## config.mk

```make
export PLATFORM = sky130hd
export DESIGN_NAME = mcsa_tx
export DESIGN_NICKNAME = d
export VERILOG_FILES = /design/src/rtl/mcsa_pkg.sv /design/src/rtl/mcsa_bitclk.sv /design/src/rtl/mcsa_slot_seq.sv /design/src/rtl/mcsa_tx.sv
export SDC_FILE = /design/constraint.sdc
export NUM_CORES = 1
export LEC_CHECK = 0
export ABC_AREA = 1
export BUFFER_PORTS_ARGS = -buffer_cell sky130_fd_sc_hd__buf_2
export CAP_MARGIN = 20
export CORE_ASPECT_RATIO = 1.2
export CORE_MARGIN = 3
export CORE_UTILIZATION = 31
export DETAILED_ROUTE_END_ITERATION = 8
export SLEW_MARGIN = 20
export SYNTH_ARGS = -nofsm -noshare
export SYNTH_HDL_FRONTEND = slang
export SYNTH_SLANG_ARGS = --single-unit
```

## constraint.sdc

```tcl
create_clock -name clk_i -period 7.9 [get_ports clk_i]
set_input_delay 0.79 -clock clk_i [delete_from_list [all_inputs] [get_ports clk_i]]
set_output_delay 0.79 -clock clk_i [all_outputs]
set_load 0.05 [all_outputs]
```

## src/rtl/mcsa_pkg.sv

```systemverilog
package mcsa_pkg;

  localparam int POS_W  = 8;   // position inside a system word, up to 256 bits
  localparam int BIDX_W = 5;   // bit index inside a sample, up to 24 bits

  typedef enum logic [1:0] {
    ST_IDLE  = 2'd0,
    ST_RUN   = 2'd1,
    ST_FLUSH = 2'd2
  } tx_state_e;

  typedef struct packed {
    logic [1:0] chan;
    logic [2:0] dwl;
    logic [2:0] swl;
    logic       dly;
    logic       pad_lvl;
    logic       pad_first;
  } tx_cfg_t;

  function automatic logic [BIDX_W-1:0] dwl_bits(input logic [2:0] code);
    case (code)
      3'd0:    return 5'd8;
      3'd1:    return 5'd16;
      3'd2:    return 5'd18;
      3'd3:    return 5'd20;
      3'd4:    return 5'd22;
      default: return 5'd24;
    endcase
  endfunction

  function automatic logic [8:0] swl_bits(input logic [2:0] code);
    case (code)
      3'd0:    return 9'd16;
      3'd1:    return 9'd32;
      3'd2:    return 9'd48;
      3'd3:    return 9'd64;
      3'd4:    return 9'd96;
      3'd5:    return 9'd128;
      default: return 9'd256;
    endcase
  endfunction

  function automatic logic [8:0] data_len(input logic [1:0] chan, input logic [2:0] dwl);
    logic [8:0] n;
    logic [8:0] d;
    n = {7'd0, chan} + 9'd1;
    d = {4'd0, dwl_bits(dwl)};
    return n * d;
  endfunction

  function automatic logic cfg_ok(input tx_cfg_t c);
    return (c.dwl <= 3'd5) && (c.swl <= 3'd6) &&
           (data_len(c.chan, c.dwl) <= swl_bits(c.swl));
  endfunction

  function automatic logic in_data(input logic [POS_W-1:0] pos, input logic [8:0] dlen,
                                   input logic [8:0] swl, input logic pad_first);
    logic [8:0] p;
    p = {1'b0, pos};
    if (pad_first) return p >= (swl - dlen);
    return p < dlen;
  endfunction

endpackage

```

## src/rtl/mcsa_bitclk.sv

```systemverilog
module mcsa_bitclk #(
  parameter int HALF_DIV = 2
) (
  input  logic clk_i,
  input  logic rst_ni,
  input  logic run_i,
  output logic bclk_o,
  output logic slot_end_o
);
  localparam int PERIOD = 2 * HALF_DIV;
  localparam int CW     = (PERIOD > 1) ? $clog2(PERIOD) : 1;
  localparam logic [CW-1:0] LAST = CW'(PERIOD - 1);
  localparam logic [CW-1:0] MID  = CW'(HALF_DIV - 1);

  logic [CW-1:0] div_q;

  assign slot_end_o = run_i && (div_q == LAST);

  always_ff @(posedge clk_i or negedge rst_ni) begin
    if (!rst_ni) begin
      div_q  <= '0;
      bclk_o <= 1'b0;
    end else if (!run_i || div_q == LAST) begin
      div_q  <= '0;
      bclk_o <= 1'b0;
    end else begin
      div_q <= div_q + 1'b1;
      if (div_q == MID) bclk_o <= 1'b1;
    end
  end


  bclk_phase_chk: assert property (@(posedge clk_i) disable iff (!rst_ni)
    slot_end_o |-> bclk_o);

endmodule

```

## src/rtl/mcsa_slot_seq.sv

```systemverilog
module mcsa_slot_seq
  import mcsa_pkg::*;
#(
  parameter int SLOT_W = 24
) (
  input  logic                  clk_i,
  input  logic                  rst_ni,
  input  logic                  load_i,
  input  logic                  restart_i,
  input  logic [1:0]            chan_i,
  input  logic [2:0]            dwl_i,
  input  logic [2:0]            swl_i,
  input  logic                  pad_lvl_i,
  input  logic                  pad_first_i,
  input  logic [4*SLOT_W-1:0]   samp_i,
  output logic                  word_last_o,
  output logic                  bit_next_o
);
  localparam int SAMP_W = 4 * SLOT_W;
  localparam int IDX_W  = $clog2(SAMP_W);

  logic [POS_W-1:0]  pos_q, pos_d;
  logic [1:0]        ch_q, ch_d;
  logic [BIDX_W-1:0] bidx_q, bidx_d;
  logic [BIDX_W-1:0] dlen_w;
  logic [8:0]        swl_w, dat_w;
  logic              cur_data, nxt_data;
  logic [IDX_W-1:0]  sel_w;

  assign dlen_w      = dwl_bits(dwl_i);
  assign swl_w       = swl_bits(swl_i);
  assign dat_w       = data_len(chan_i, dwl_i);
  assign word_last_o = ({1'b0, pos_q} == (swl_w - 9'd1));
  assign cur_data    = in_data(pos_q, dat_w, swl_w, pad_first_i);

  always_comb begin
    pos_d  = pos_q + 1'b1;
    ch_d   = ch_q;
    bidx_d = bidx_q;
    if (restart_i || word_last_o) begin
      pos_d  = '0;
      ch_d   = '0;
      bidx_d = dlen_w - 1'b1;
    end else if (cur_data) begin
      if (bidx_q == '0) begin
        ch_d   = ch_q + 1'b1;
        bidx_d = dlen_w - 1'b1;
      end else begin
        bidx_d = bidx_q - 1'b1;
      end
    end
  end

  assign nxt_data   = in_data(pos_d, dat_w, swl_w, pad_first_i);
  assign sel_w      = IDX_W'(ch_d) * IDX_W'(SLOT_W) + IDX_W'(bidx_d);
  assign bit_next_o = nxt_data ? samp_i[sel_w] : pad_lvl_i;

  always_ff @(posedge clk_i or negedge rst_ni) begin
    if (!rst_ni) begin
      pos_q  <= '0;
      ch_q   <= '0;
      bidx_q <= '0;
    end else if (load_i) begin
      pos_q  <= pos_d;
      ch_q   <= ch_d;
      bidx_q <= bidx_d;
    end
  end


  bidx_range_chk: assert property (@(posedge clk_i) disable iff (!rst_ni)
    !restart_i |-> (bidx_q < dlen_w));


  pos_range_chk: assert property (@(posedge clk_i) disable iff (!rst_ni)
    !restart_i |-> ({1'b0, pos_q} < swl_w));

endmodule

```

## src/rtl/mcsa_tx.sv

```systemverilog
module mcsa_tx
  import mcsa_pkg::*;
#(
  parameter int SLOT_W   = 24,
  parameter int HALF_DIV = 2
) (
  input  logic                clk_i,
  input  logic                rst_ni,
  input  logic                en_i,
  input  logic [1:0]          cfg_chan_i,
  input  logic [2:0]          cfg_dwl_i,
  input  logic [2:0]          cfg_swl_i,
  input  logic                cfg_delay_i,
  input  logic                cfg_sck_pol_i,
  input  logic                cfg_ws_pol_i,
  input  logic                cfg_pad_lvl_i,
  input  logic                cfg_pad_first_i,
  input  logic                s_valid_i,
  output logic                s_ready_o,
  input  logic [4*SLOT_W-1:0] s_data_i,
  input  logic                uf_clr_i,
  output logic                sck_o,
  output logic                ws_o,
  output logic                sd_o,
  output logic                idle_o,
  output logic                cfg_err_o,
  output logic                underflow_o
);
  localparam int SAMP_W = 4 * SLOT_W;

  tx_state_e         state_q;
  tx_cfg_t           cfg_live, cfg_q, cfg_eff;
  logic [SAMP_W-1:0] samp_q, samp_next;
  logic              sd_q, last_raw_q, ws_par_q, uf_q;
  logic              bclk, slot_end, word_last, bit_next, running;
  logic              start, step, wrap_go, stop_now, word_start, seq_load;

  assign cfg_live = '{chan: cfg_chan_i, dwl: cfg_dwl_i, swl: cfg_swl_i, dly: cfg_delay_i,
                      pad_lvl: cfg_pad_lvl_i, pad_first: cfg_pad_first_i};
  assign cfg_err_o = !cfg_ok(cfg_live);
  assign running   = (state_q != ST_IDLE);

  // named events of the control path
  assign start      = (state_q == ST_IDLE) && en_i && !cfg_err_o;
  assign step       = (state_q == ST_RUN) && slot_end && !word_last;
  assign wrap_go    = (state_q == ST_RUN) && slot_end && word_last && en_i;
  assign stop_now   = (state_q == ST_RUN) && slot_end && word_last && !en_i;
  assign word_start = start || wrap_go;
  assign seq_load   = start || step || wrap_go;
  assign cfg_eff    = start ? cfg_live : cfg_q;
  assign samp_next  = (word_start && s_valid_i) ? s_data_i : samp_q;

  mcsa_bitclk #(.HALF_DIV(HALF_DIV)) u_bitclk (
    .clk_i      (clk_i),
    .rst_ni     (rst_ni),
    .run_i      (running),
    .bclk_o     (bclk),
    .slot_end_o (slot_end)
  );

  mcsa_slot_seq #(.SLOT_W(SLOT_W)) u_seq (
    .clk_i       (clk_i),
    .rst_ni      (rst_ni),
    .load_i      (seq_load),
    .restart_i   (start),
    .chan_i      (cfg_eff.chan),
    .dwl_i       (cfg_eff.dwl),
    .swl_i       (cfg_eff.swl),
    .pad_lvl_i   (cfg_eff.pad_lvl),
    .pad_first_i (cfg_eff.pad_first),
    .samp_i      (samp_next),
    .word_last_o (word_last),
    .bit_next_o  (bit_next)
  );

  always_ff @(posedge clk_i or negedge rst_ni) begin
    if (!rst_ni) begin
      state_q    <= ST_IDLE;
      cfg_q      <= '0;
      samp_q     <= '0;
      sd_q       <= 1'b0;
      last_raw_q <= 1'b0;
      ws_par_q   <= 1'b0;
      uf_q       <= 1'b0;
    end else begin
      if (word_start && s_valid_i) samp_q <= s_data_i;
      if (word_start && !s_valid_i) uf_q <= 1'b1;
      else if (uf_clr_i)            uf_q <= 1'b0;
      case (state_q)
        ST_IDLE: begin
          if (start) begin
            state_q    <= ST_RUN;
            cfg_q      <= cfg_live;
            sd_q       <= cfg_live.dly ? 1'b0 : bit_next;
            last_raw_q <= bit_next;
            ws_par_q   <= 1'b0;
          end
        end
        ST_RUN: begin
          if (step || wrap_go) begin
            sd_q       <= cfg_q.dly ? last_raw_q : bit_next;
            last_raw_q <= bit_next;
            if (wrap_go) ws_par_q <= ~ws_par_q;
          end else if (stop_now) begin
            if (cfg_q.dly) begin
              state_q  <= ST_FLUSH;
              sd_q     <= last_raw_q;
              ws_par_q <= ~ws_par_q;
            end else begin
              state_q  <= ST_IDLE;
              sd_q     <= 1'b0;
              ws_par_q <= 1'b0;
            end
          end
        end
        ST_FLUSH: begin
          if (slot_end) begin
            state_q  <= ST_IDLE;
            sd_q     <= 1'b0;
            ws_par_q <= 1'b0;
          end
        end
        default: state_q <= ST_IDLE;
      endcase
    end
  end

  assign s_ready_o   = word_start;
  assign sck_o       = bclk ^ cfg_sck_pol_i;
  assign ws_o        = ws_par_q ^ cfg_ws_pol_i;
  assign sd_o        = sd_q;
  assign idle_o      = (state_q == ST_IDLE);
  assign underflow_o = uf_q;


  cfg_block_chk: assert property (@(posedge clk_i) disable iff (!rst_ni)
    (idle_o && cfg_err_o) |=> idle_o);


  word_finish_chk: assert property (@(posedge clk_i) disable iff (!rst_ni)
    (running && !slot_end) |=> running);


  flush_len_chk: assert property (@(posedge clk_i) disable iff (!rst_ni)
    (state_q == ST_FLUSH && slot_end) |=> idle_o);


  uf_cause_chk: assert property (@(posedge clk_i) disable iff (!rst_ni)
    $rose(underflow_o) |-> $past(s_ready_o && !s_valid_i));


  ready_pulse_chk: assert property (@(posedge clk_i) disable iff (!rst_ni)
    s_ready_o |=> !s_ready_o);


  idle_quiet_chk: assert property (@(posedge clk_i) disable iff (!rst_ni)
    (idle_o && $past(idle_o)) |-> !sd_o);

endmodule

```

* Word-level counts from Yosys, hierarchy flattened *
Cells that the tools add are included.

storage, ports and cells
  bits in registers = 131
  bits of input ports = 114
  word-level logic and storage cells = 159

cells by class
  add/sub/neg operators = 10
  multiply operators = 3
  order comparisons = 8
  equal/unequal tests = 30
  multiplexer cells = 49
  bitwise logic cells = 3
  reductions and logical operators = 39

operator list
  kind                                                        number
  case mux 9 bit (6 select lines)                             2
  two-way mux 96 bit                                          1
  case mux 5 bit (5 select lines)                             2
  two-way mux 1 bit                                           25
  equality test 3 x 2 -> 1 bit, second input constant         8
  equality test 3 bit, second input constant                  6
  >= comparator 8 x 9 -> 1 bit                                2
  less-than comparator 8 x 9 -> 1 bit                         2
  two-way mux 2 bit                                           9
  two-way mux 5 bit                                           3
  equality test 3 x 1 -> 1 bit, second input constant         4
  logical AND 1 bit                                           12
  logical NOT 3 bit                                           4
  two-way mux 11 bit                                          1
  subtractor 5 x 1 -> 5 bit, second input constant            2
  equality test 8 x 9 -> 1 bit                                1
  less-or-equal comparator 8 x 9 -> 1 bit                     1
  multiplier 9 x 5 -> 9 bit                                   1
  subtractor 9 x 1 -> 9 bit, second input constant            1
  subtractor 9 bit                                            1
  adder 8 x 1 -> 8 bit, second input constant                 1
  less-than comparator 7 x 8 -> 1 bit, second input constant  1
  multiplier 3 x 5 -> 8 bit                                   1
  two-way mux 8 bit                                           1
  27 further kinds                                            50

* Logic depth before layout (Yosys ltp) *
Gate-level depths: netlist of run 1.

  word-level depth = 24
  depth in mapped cells = 62
  depth with buffers taken out = 61

* Cells and area by module *
A second synthesis of run 1 with hierarchy kept.

unflattened totals
  cells, all modules = 1253
  area total of the unflattened synthesis = 9037.4 um^2

modules (own cells, without submodules)
  module         times used  cells each  area an instance (um^2)
  mcsa_tx        1           613         5203.7
  mcsa_slot_seq  1           626         3697.3
  mcsa_bitclk    1           14          136.4

* Least setup slack after synthesis of run 1 *
OpenSTA, ideal clock, no wires.

  kind = input -> register
  start = input cfg_dwl_i[1]
  end = register sd_q (netlist: sd_o)
  library setup time = 77 ps
  arrival time = 9057 ps
  required time = 7823 ps
  path slack = -1234 ps
  cell stages on the path = 60
  cells stage by stage = nor2_1 > nor2_1 > a21oi_1 > inv_1 > nor2_1 > fa_1 > ha_1 > fa_1 > nand3_1 > nand2_1 > ha_1 > nand2_1 > inv_1 > nand2_1 > nor2_1 > nand3_1 > nand2_4 > nand3_4 > [24 not listed] > nand2_1 > nor2_1 > inv_1 > ha_1 > inv_1 > ha_1 > nand2_1 > inv_1 > o21ai_0 > xor2_1 > inv_1 > nor2_1 > nand3_1 > nand2_1 > clkinv_1 > nand2_1 > nand3_1 > a21oi_1

RTL lines
  element               line            RTL
  from (decl)           mcsa_tx.sv:11   input logic [2:0] cfg_dwl_i,
  to (signal assigned)  mcsa_tx.sv:94   sd_q <= cfg_live.dly ? 1'b0 : bit_next;
  to (signal assigned)  mcsa_tx.sv:101  sd_q <= cfg_q.dly ? last_raw_q : bit_next;
  to (signal assigned)  mcsa_tx.sv:107  sd_q <= last_raw_q;
  to (decl)             mcsa_tx.sv:34   logic sd_q, last_raw_q, ws_par_q, uf_q;

==> impl_metrics.py, run 1 <==
metrics = {
    "global_route": {
        "grt_pass1_wl_um": 42200,
        "grt_pass1_vias": 8808,
        "grt_max_degree": 81,
        "grt_util_all_layers_pct": 16.3,
        "grt_overflow": 0,
        "antenna_found_initial": 1,
    },
    "floorplanning": {
        "initial_core_util_pct": 32.0,
        "core-area_um2": 28300,
        "die-width_um": 162,
        "die_h_um": 193,
        "dieArea_um2": 31400,
        "core.rowCount": 67,
        "pin_count": 121,
    },
    "synthesis": {
        "synth.distinct_cells": 42,
        "synth_warnings": 0,
        "synthArstFlopShare_pct": 100,
        "synth_seq_cells": 131,
        "syn_nets": 1444,
        "synth_edf_count": 0,
        "synthCells": 1262,
        "synth_ff_type": "dfrtp_1",
        "synth_seq_area_share_pct": 36.1,
        "syn_area_um2": 9070,
        "syn_avg_cell_area_um2": 7.19,
    },
    "sta": {
        "period_needed_ps": 8570,
        "rsz0062_at_grt": "yes",
        "finalClockSkew_ps": 13.4,
        "hold_violations": 0,
        "max_freq_mhz": 117,
        "worst_pin_slew_ps": 837,
        "min_period_over_period_pct": 108,
        "slew_headroom_pct": 44.2,
        "worst_slack_ps": -668,
        "drv_slew": 0,
        "finalSetupViolations": 2,
    },
    "worst_setup_path": {
        "arrival_ps": 8870,
        "max_stage_delay_ps": 570,
        "r2r-start": "state_q[0]",
        "cp_slowest_cell": "fa_2",
        "cp-end-kind": "register",
        "critPathKind": "input pin to register",
        "cp_max_fo": 5,
        "reg2reg_depth": 44,
        "worstPathRequired_ps": 8200,
        "crit_top_cell": "nand2_1",
        "rr_endpoint": "last_raw_q",
        "start_kind": "input pin",
        "rrSetupSlack_ps": 1070,
    },
    "run_status": {
        "violations": "negative setup slack",
        "status": "complete, but fails checks",
    },
    "clocking": {
        "ctsHtreeMaxLevel": 4,
        "cts_root_buf": "clkbuf_16",
        "numCtsBuffers": 17,
        "clkLatencyLatePin_ps": 430,
        "cts.clk_slew.worst_paths_ps": 70,
        "clk_path_buf_depth": 2,
        "cts_sinks": 131,
        "cts_tree": "done",
    },
    "route": {
        "drtAntennaViolNets": 0,
        "drc": 0,
        "drt-initial-drc-count": 512,
        "wl_um": 25400,
        "via_per_inst": 4.64,
        "firstDrtPassIters": 5,
        "vias": 8682,
        "wl_per_cell_um": 13.6,
    },
    "worst_hold_path": {
        "hp-class": "input pin to asynchronous set/reset pin",
    },
    "layout": {
        "layout-drive-gt1-share_pct": 26.3,
        "final_cell_mix": "nand2_1, inv_1, nand3_1",
        "final_common_cell": "nand2_1",
        "nNetsFinal": 1661,
        "fin_util_pct": 42.4,
        "final_area_um2": 12000,
        "area_growth_pct": 32.3,
        "antenna_cells": 0,
    },
    "placement": {
        "hpwl_um": 19200,
        "gp_congestion": 0.870,
        "placed_area_um2": 10900,
        "portBuffers": 120,
    },
    "job": {
        "cap_violations": 0,
    },
}
==> how the worst max path moves through the flow <==
stage	end	start	depth (start not counted)	slack, ps
5_1_grt	sd_o	cfg_dwl_i[0]	59	-1220
6_report	last_raw_q	cfg_dwl_i[0]	56	-670
4_1_cts	sd_o	cfg_dwl_i[0]	60	-630
3_3_place_gp	sd_o	cfg_dwl_i[1]	60	-940
2_1_floorplan	sd_o	cfg_dwl_i[1]	60	-710
3_5_place_dp	sd_o	cfg_dwl_i[1]	60	-1280
==> kinds of logic (layout without fill, tap and decap cells) <==
kind of cell	after synthesis	after routing	synth area share (%)
AND/OR/NAND/NOR	601	601	29.4
buffers and inverters	280	510	12.7
XOR/XNOR	20	20	1.93
flip-flops	131	131	36.1
AO/OA/AOI/OAI	162	162	9.90
adder cells (fa/ha/maj)	68	68	9.96
==> flip-flops by register name (all words and copies together) (netlist names), 2 cells and up <==
signal and flops:
u_seq.pos_q 8, u_seq.bidx_q 5, u_seq.ch_q 2, cfg_q 11, u_bitclk.div_q 2, samp_q 96, state_q 2
==> per-layer routing <==
| metal | GRT usage, % | wire (µm) | up-vias |
|---|---|---|---|
| met5 | 0 | 13 | - |
| met4 | 3.86 | 327 | 2 |
| met3 | 2.97 | 1070 | 26 |
| met2 | 29.8 | 13100 | 179 |
| met1 | 19.7 | 10900 | 4003 |
| li1 | - | - | 4472 |
==> synthesized netlist by cell type, types with 3 or more instances <==
cell type,instances,area [µm²]
o21ai_2,4,35.0
nor2_1,64,240
nor3_1,8,40.0
o21ai_1,56,280
buf_4,4,30.0
nand4_1,38,238
ha_1,61,763
dfrtp_1,131,3280
inv_2,3,11.3
o21ai_0,55,275
nand2_1,329,1230
nand2_4,4,45.0
clkbuf_1,10,37.5
inv_1,223,837
o211ai_1,8,60.1
nand3_2,3,30.0
nand2_2,7,43.8
buf_6,6,67.6
fa_1,7,140
buf_2,33,165
xor2_1,15,131
o21bai_1,4,30.0
xnor2_1,5,43.8
nand3b_1,3,22.5
a21oi_1,22,110
nand3_1,137,686
==> critical path, delay by kind of cell <==
family	cells	cell delay (ps)
compound gates	8	1060
xor+xnor	1	110
fa+ha+maj	12	4160
buf+inv	11	910
simple gates	24	1820
==> metrics by stage <==
| stage | setup TNS [ps] | setup WS (ps) | instances | hold WS [ps] |
|---|---|---|---|---|
| after floorplan | -1420 | -712 | 1262 | 437 |
| after global placement | -1880 | -945 | 1818 | 451 |
| after detailed placement | -2800 | -1280 | 1818 | 458 |
| after CTS | -1230 | -632 | 1861 | 376 |
| after global routing | -2730 | -1220 | 1871 | 401 |
| final | -1330 | -668 | 1871 | 365 |
==> final cells by class <==
type	instances	area [µm²]
Timing Repair Buffer	251	1780
Inverter	227	862
Clock inverter	15	171
Sequential cell	131	3280
Fill cell	2964	16300
Multi-Input combinational cell	851	5010
Clock buffer	17	425
Tap cell	379	474
==> repair_timing <==
action                                  4_1_cts  5_1_grt
buffers inserted                             10       10
gates cloned                                  1        1
endpoints found under the setup margin        2        5
resized for setup                            22       58
pin swaps                                     9       13
hold buffers                                  0        0
Power of run 1 is left out: the tool's default activity adds up to more than one toggle a clock period on the data nets, which glitch-free logic cannot reach.
==> run 2: changes to the inputs <==
- CORE_MARGIN: 3 -> 1.5
- GPL_TIMING_DRIVEN: default -> 1
- SYNTH_HIERARCHICAL: default -> 1
==> run 2 against run 1 <==
Against the previous run:
- the flow still finishes with violations (negative setup slack)
- global-route usage is 0.85 points higher
- clock-buffer cell count grew 3
- clock skew fell by 3.1 ps
- via count up 1.8%
- worst hold slack improved by 100 ps
- routed wire length grew 0.20%
==> impl_metrics.py, run 2 <==
metrics = {
    "run_status": {
        "status": "complete, but fails checks",
        "violations": "negative setup slack",
    },
    "synthesis": {
        "synthArstFlopShare_pct": 100,
        "yosys.area.top_type": "dfrtp_1",
        "synth.distinct_cells": 44,
        "synth.most_common_cell": "nand2_1",
        "synth_seq_area_share_pct": 36.3,
        "synthCells": 1253,
        "syn_avg_cell_area_um2": 7.21,
        "synth.area.top_cells": "dfrtp_1, nand2_1, nand3_1",
        "syn_area_um2": 9040,
        "synth_seq_cells": 131,
        "synth_ff_type": "dfrtp_1",
        "synth_edf_count": 0,
        "yosys-top-cells-count": "nand2_1, nand3_1, inv_1, dfrtp_1, ha_1",
        "synth.top_cell.area_share_pct": 36.3,
        "syn_nets": 1434,
        "synth_warnings": 6,
    },
    "route": {
        "wl_um": 25500,
        "via_per_inst": 4.75,
        "drc": 0,
        "firstDrtPassIters": 5,
        "wl_per_cell_um": 13.7,
        "drtAntennaViolNets": 0,
        "vias": 8841,
        "drt-initial-drc-count": 474,
    },
    "global_route": {
        "antenna_found_initial": 0,
        "grt_pass1_wl_um": 42400,
        "grt_util_all_layers_pct": 17.1,
        "grt_overflow": 0,
        "grt_pass1_vias": 8874,
        "grt_max_degree": 99,
    },
    "layout": {
        "largestRegisters": "samp_q (96), cfg_q (11), u_seq/pos_q (8)",
        "fin_util_pct": 41.2,
        "area_growth_pct": 31.0,
        "nNetsFinal": 1646,
        "final_cell_mix": "nand2_1, nand3_1, inv_1",
        "final_common_cell": "nand2_1",
        "nFillCells": 3018,
        "layout-drive-gt1-share_pct": 25.3,
        "antenna_cells": 0,
        "largest_register_ffs": 96,
        "final_area_um2": 11800,
        "regMostFlops": "samp_q",
    },
    "clocking": {
        "ctsHoldBuffers": 0,
        "numCtsBuffers": 17,
        "cts_tree": "done",
        "cts_sinks": 131,
        "cts_root_buf": "clkbuf_16",
        "clkLatencyLatePin_ps": 420,
        "ctsHtreeMaxLevel": 4,
        "cts.clk_slew.worst_paths_ps": 60,
        "clk_path_buf_depth": 2,
    },
    "floorplanning": {
        "dieArea_um2": 30200,
        "core.rowCount": 68,
        "die-width_um": 159,
        "core-area_um2": 28800,
        "die_h_um": 190,
        "initial_core_util_pct": 31.4,
        "pin_count": 121,
    },
    "worst_setup_path": {
        "crit_top_cell": "nand2_1",
        "critPathLaunch": "cfg_dwl_i[1]",
        "start_kind": "input pin",
        "max_stage_delay_ps": 580,
        "crit_family": "adder cells",
        "rrSetupSlack_ps": 490,
        "cp-end-kind": "register",
        "cp_slowest_cell": "fa_2",
        "cp_max_fo": 8,
        "arrival_ps": 9700,
        "critPathKind": "input pin to register",
        "crit_buf_inv": 11,
        "r2r-start": "state_q[0]",
        "worstPathRequired_ps": 8250,
    },
    "sta": {
        "finalSetupViolations": 4,
        "min_period_over_period_pct": 118,
        "max_freq_mhz": 107,
        "period_needed_ps": 9340,
        "worst_pin_slew_ps": 956,
        "rsz0062_at_grt": "yes",
        "drv_slew": 0,
        "hold_ws_ps": 466,
        "finalClockSkew_ps": 10.4,
        "fin_tns_setup_ps": -2870,
        "hold_violations": 0,
        "worst_slack_ps": -1440,
        "slew_headroom_pct": 36.3,
    },
    "placement": {
        "placed_area_um2": 10900,
        "portBuffers": 120,
        "hpwl_um": 18600,
        "gp_congestion": 0.800,
    },
    "worst_hold_path": {
        "hp-class": "register to register",
        "hp-start": "samp_q[9]",
    },
    "job": {
        "cap_violations": 0,
    },
}
## run 2: cell count changes in the layout (fill, tap and decap cells not counted), moves of 7 or more
cell,change
a21oi_1,+7
buf_4,+9
inv_1,-70
nand2_1,+63
nand2_2,-8
nand3_1,+66
nor2_1,-14
o21ai_0,-11
o21ai_1,-40
## run 2: worst min-delay path: stages, from the launching register on
cell	delay [ps]
dfrtp_1	320
nand2_1	50
nand2_1	70
## run 2: repair_timing
item | CTS | global route
setup buffers | 11 | 5
setup endpoints to repair | 6 | 9
gates cloned | 1 | 0
gates resized for setup | 32 | 28
pin swaps | 42 | 28
## run 2: kinds of logic (layout without fill, tap and decap cells)
logic type | Yosys count | in the layout | synth area share [%]
AND/OR/NAND/NOR | 716 | 717 | 35.2
multiplexers | 1 | 1 | 0.111
adder cells (fa/ha/maj) | 67 | 67 | 9.86
buffers and inverters | 211 | 435 | 10.1
XOR/XNOR | 19 | 19 | 1.84
flip-flops | 131 | 131 | 36.3
AO/OA/AOI/OAI | 108 | 108 | 6.69
## run 2: metal layers
layer / wire (µm) / GRT usage [%]
met3: 776 / 2.68
met4: 488 / 5.22
met2: 13100 / 31.8
met5: 0 / 0
met1: 11200 / 20.3
## run 2: metrics by stage
step           setup slack, ps  cells
6_report                 -1440   1863
5_1_grt                  -2050   1863
4_1_cts                  -1260   1858
3_5_place_dp             -2040   1815
3_3_place_gp             -1610   1815
2_1_floorplan            -1250   1253
## run 2: path summary, 6_finish.rpt
| check | to | cells past startpoint |
|---|---|---|
| worst min-delay path | samp_q[9] | 2 |
| worst min register to register | samp_q[9] | 2 |
| max in group asynchronous | samp_q[94] | 2 |
| min in group asynchronous | samp_q[11] | 1 |
| worst max-delay path | sd_o | 64 |
| worst max register to register | sd_o | 50 |
## run 2: cell type report
type                            instances  area (µm²)  share of cell area [%]
Tap cell                              385         482                    4.07
Sequential cell                       131        3280                    27.7
Multi-Input combinational cell        912        5180                    43.7
Clock inverter                         12         154                    1.30
Inverter                              152         571                    4.82
Clock buffer                           20         447                    3.77
Timing Repair Buffer                  251        1730                    14.6
Power of run 2 is left out for the same reason.
